**config.mk**
```make
export PLATFORM = sky130hd
export DESIGN_NAME = xcvr_parity
export DESIGN_NICKNAME = d
export VERILOG_FILES = /design/src/rtl/xcvr_parity.sv
export SDC_FILE = /design/constraint.sdc
export NUM_CORES = 1
export LEC_CHECK = 0
export ABC_AREA = 0
export CAP_MARGIN = 5
export CORE_UTILIZATION = 26
export DETAILED_ROUTE_END_ITERATION = 16
export PLACE_DENSITY = 0.87
export SETUP_SLACK_MARGIN = 0.3
export SYNTH_ARGS = -nofsm -noshare
export SYNTH_HDL_FRONTEND = slang
export SYNTH_SLANG_ARGS = --single-unit
```
**constraint.sdc**
```tcl
create_clock -name vclk -period 1.2
set_input_delay 0.12 -clock vclk [all_inputs]
set_output_delay 0.12 -clock vclk [all_outputs]
set_load 0.01 [all_outputs]
```
**src/rtl/xcvr_parity.sv**
```systemverilog
module xcvr_parity #(
  parameter int W = 8
) (
  input  logic         dir_a2b,
  input  logic         oe_n,
  input  logic         odd_sel,
  input  logic [W-1:0] a_in,
  input  logic [W-1:0] b_in,
  input  logic         par_in,
  output logic [W-1:0] a_out,
  output logic [W-1:0] a_oe,
  output logic [W-1:0] b_out,
  output logic [W-1:0] b_oe,
  output logic         par_out,
  output logic         par_oe,
  output logic         chk_out,
  output logic         chk_oe
);
  logic drive;
  logic tx_en;
  logic rx_en;
  logic rx_par;

  assign drive  = ~oe_n;
  assign tx_en  = drive & dir_a2b;
  assign rx_en  = drive & ~dir_a2b;

  assign b_out  = a_in;
  assign a_out  = b_in;
  assign b_oe   = {W{tx_en}};
  assign a_oe   = {W{rx_en}};

  assign par_out = odd_sel ^ (^a_in);
  assign par_oe  = tx_en;

  assign rx_par  = odd_sel ^ (^b_in);
  assign chk_out = (par_in == rx_par);
  assign chk_oe  = rx_en;

  always_comb begin
    p_no_contention_r8: assert (!((|a_oe) && (|b_oe)));
    p_par_pad_single_r8: assert (!(par_oe && chk_oe));
    p_hiz_r3: assert (!oe_n || (a_oe == '0 && b_oe == '0 && !par_oe && !chk_oe));
    p_chk_off_tx_r6: assert (!dir_a2b || !chk_oe);
    p_a2b_path_r1: assert (!(|b_oe) || b_out == a_in);
    p_b2a_path_r2: assert (!(|a_oe) || a_out == b_in);
  end
endmodule

```
==> impl_metrics.prom <==
# TYPE chip_impl_metric gauge
chip_impl_metric{name="grt_overflow_total",unit=""} 0
chip_impl_metric{name="final_core_util",unit="%"} 49.2
chip_impl_metric{name="syn_area",unit="um^2"} 417
chip_impl_metric{name="num_rows",unit=""} 14
chip_impl_metric{name="relSlewSlack",unit="%"} 83.5
chip_impl_info{name="post-synth-top-count-cell",value="sky130_fd_sc_hd__buf_4"} 1
chip_impl_metric{name="worst_slew_pin_slew",unit="ns"} 0.246
chip_impl_metric{name="remaining_drc_errors",unit=""} 0
chip_impl_metric{name="seq_area_frac_synth",unit="%"} 0
chip_impl_metric{name="place.gp.congestion",unit=""} 0.677
chip_impl_metric{name="yosysUniqueCellTypes",unit=""} 7
chip_impl_metric{name="antenna_violating_nets_post_route",unit=""} 0
chip_impl_metric{name="final.clkbuf_count",unit=""} 0
chip_impl_metric{name="drive_gt1_share",unit="%"} 62.0
chip_impl_metric{name="maxClockFrequency",unit="MHz"} 825
chip_impl_metric{name="first_global_vias",unit=""} 355
chip_impl_metric{name="seq_cell_count",unit=""} 0
chip_impl_info{name="netlist_top_cells_area",value="sky130_fd_sc_hd__buf_4, sky130_fd_sc_hd__xnor2_1, sky130_fd_sc_hd__xnor3_1"} 1
chip_impl_metric{name="finalWorstSetupSlack",unit="ns"} -0.0115
chip_impl_metric{name="yosysTopAreaCellShare",unit="%"} 57.7
chip_impl_metric{name="grt_start_max_net_pins",unit=""} 6
chip_impl_metric{name="pin_count",unit=""} 56
chip_impl_metric{name="globalRouteTotalUtil",unit="%"} 10.0
chip_impl_metric{name="final-setup-viol-count",unit=""} 1
chip_impl_metric{name="drt_iter0_markers",unit=""} 2
chip_impl_info{name="post_synth_most_frequent_cells",value="sky130_fd_sc_hd__buf_4, sky130_fd_sc_hd__xnor2_1, sky130_fd_sc_hd__xnor3_1, sky130_fd_sc_hd__xor2_1"} 1
chip_impl_metric{name="routed_via_density",unit=""} 3.94
chip_impl_info{name="startpoint_type",value="input pin"} 1
chip_impl_metric{name="yosysWarnings",unit=""} 0
chip_impl_metric{name="final_nets",unit=""} 101
chip_impl_metric{name="max-cap-violations",unit=""} 0
chip_impl_info{name="synth_largest_area_cell",value="sky130_fd_sc_hd__buf_4"} 1
chip_impl_metric{name="die_area",unit="um^2"} 1770
chip_impl_metric{name="layout_min_cycle_time",unit="ns"} 1.21
chip_impl_metric{name="slew_violations",unit=""} 0
chip_impl_metric{name="num_antenna_cells",unit=""} 0
chip_impl_info{name="failing_checks",value="setup timing"} 1
chip_impl_metric{name="mapped_nets",unit=""} 69
chip_impl_info{name="timing.hold.worst.start",value="a_in[6]"} 1
chip_impl_info{name="critPathLaunch",value="b_in[4]"} 1
chip_impl_metric{name="power-per-cell-area",unit="nW/um^2"} 546
chip_impl_metric{name="fp.dieW",unit="um"} 42.0
chip_impl_metric{name="hold_violations",unit=""} 0
chip_impl_metric{name="area_of_placed_instances",unit="um^2"} 805
chip_impl_metric{name="ff_latch_area",unit="um^2"} 0
chip_impl_metric{name="fin_crit_sh",unit="%"} 101
chip_impl_metric{name="cp_data_arrival_time",unit="ns"} 1.09
chip_impl_metric{name="number_of_vias_after_detailed_routing",unit=""} 374
chip_impl_metric{name="detail_route.first_pass.iterations",unit=""} 4
chip_impl_metric{name="critPathRequiredTime",unit="ns"} 1.08
chip_impl_metric{name="place_ws",unit="ns"} -0.824
chip_impl_metric{name="fillers",unit=""} 157
chip_impl_metric{name="syn2layout_area_growth",unit="%"} 77.8
chip_impl_metric{name="fin_area",unit="um^2"} 741
chip_impl_metric{name="routedWlPerCell",unit="um"} 9.80
chip_impl_info{name="worstHoldPathType",value="input pin to output port"} 1
chip_impl_metric{name="detailed_route_wire_length",unit="um"} 931
chip_impl_metric{name="timing.critical_path.fanout_max",unit=""} 2
chip_impl_info{name="outcome",value="finished with violations"} 1
chip_impl_info{name="grt_setup_unrepaired",value="yes"} 1
chip_impl_metric{name="maximum_vdd_drop",unit="uV"} 286
chip_impl_info{name="critical_path_class",value="input pin to output port"} 1
chip_impl_metric{name="port_buffers",unit=""} 56
chip_impl_info{name="critPathCaptureType",value="output port"} 1
chip_impl_metric{name="grt_first_pass_wirelength",unit="um"} 1480
chip_impl_metric{name="whs",unit="ns"} 0.512
chip_impl_metric{name="floorplan.die.height",unit="um"} 42.0
chip_impl_metric{name="antenna_found_initial",unit=""} 0
chip_impl_metric{name="cellLeakagePower",unit="uW"} 0.000423
chip_impl_metric{name="design.core.area",unit="um^2"} 1510
chip_impl_metric{name="start_util",unit="%"} 27.7
chip_impl_metric{name="post_synth.cell_area_avg",unit="um^2"} 8.50
chip_impl_metric{name="cts.hold.buffers_added",unit=""} 0
chip_impl_metric{name="post_synthesis_cells",unit=""} 49
-- kinds of logic (layout without fill, tap and decap cells) --
family,count (synthesis),in the layout,synth area share [%]
buffers and inverters,32,61,57.7
XOR/XNOR,15,15,39.9
AND/OR/NAND/NOR,2,3,2.40
-- layout make-up --
cell class / instances / area (um^2) / share of cell area [%]
tap: 16 / 20.0 / 2.70
multi-input combinational: 18 / 245 / 33.1
timing repair buffer: 61 / 475 / 64.2
-- routing by layer --
metal / up-vias / part of all wire, % / global-route usage, %
li1: 181 / - / -
met1: 165 / 31 / 9.89
met2: 28 / 59 / 21.9
met3: 0 / 10 / 2.16
met4: 0 / 0 / 0
met5: - / 0 / 0
-- layout by cell type (no fill, tap or decap) --
cell                              instances
sky130_fd_sc_hd__nor2_2                   1
sky130_fd_sc_hd__xor2_1                   2
sky130_fd_sc_hd__buf_2                   23
sky130_fd_sc_hd__dlygate4sd2_1           15
sky130_fd_sc_hd__clkdlybuf4s15_2          3
sky130_fd_sc_hd__xnor3_1                  2
sky130_fd_sc_hd__buf_8                    1
sky130_fd_sc_hd__dlymetal6s2s_1           1
sky130_fd_sc_hd__clkbuf_2                 2
sky130_fd_sc_hd__clkdlybuf4s50_1          5
sky130_fd_sc_hd__xnor2_2                  7
sky130_fd_sc_hd__buf_6                    6
sky130_fd_sc_hd__xnor2_1                  4
sky130_fd_sc_hd__clkdlybuf4s15_1          1
sky130_fd_sc_hd__buf_4                    4
sky130_fd_sc_hd__nor2b_4                  2
-- power breakdown --
part | internal, uW | switching (uW) | total (uW)
logic | 242 | 163 | 404
clock network | 0 | 0 | 0
registers | 0 | 0 | 0
-- worst max-delay path: stages --
cell and delay [ns]:
sky130_fd_sc_hd__buf_6 0.10, sky130_fd_sc_hd__xnor2_2 0.15, sky130_fd_sc_hd__xnor3_1 0.45, sky130_fd_sc_hd__xnor2_2 0.14, sky130_fd_sc_hd__buf_2 0.14
-- path summary, 6_finish.rpt --
path	endpoint	slack, ns	depth (start not counted)
max	chk_out	-0.01	5
min	b_out[6]	0.51	2
-- repair_timing --
item / 4_1_cts / 5_1_grt
endpoints found under the hold margin: 0 / 0
pin swaps: 15 / 9
gates resized for setup: 150 / 14
cloned: 2 / 0
setup endpoints to repair: 36 / 5
buffers inserted: 2 / 0
-- per-stage QoR --
| stage | std cells | power, uW | setup TNS (ns) |
|---|---|---|---|
| 6_report | 95 | 404 | -0.0115 |
| 5_1_grt | 95 | 431 | -0.0828 |
| 4_1_cts | 95 | 409 | -0.0729 |
| 3_5_place_dp | 91 | 477 | -9.44 |
| 3_3_place_gp | 91 | 471 | -8.71 |
| 2_1_floorplan | 49 | 281 | 0 |
Note: power is estimated with default switching activity, not from simulation.
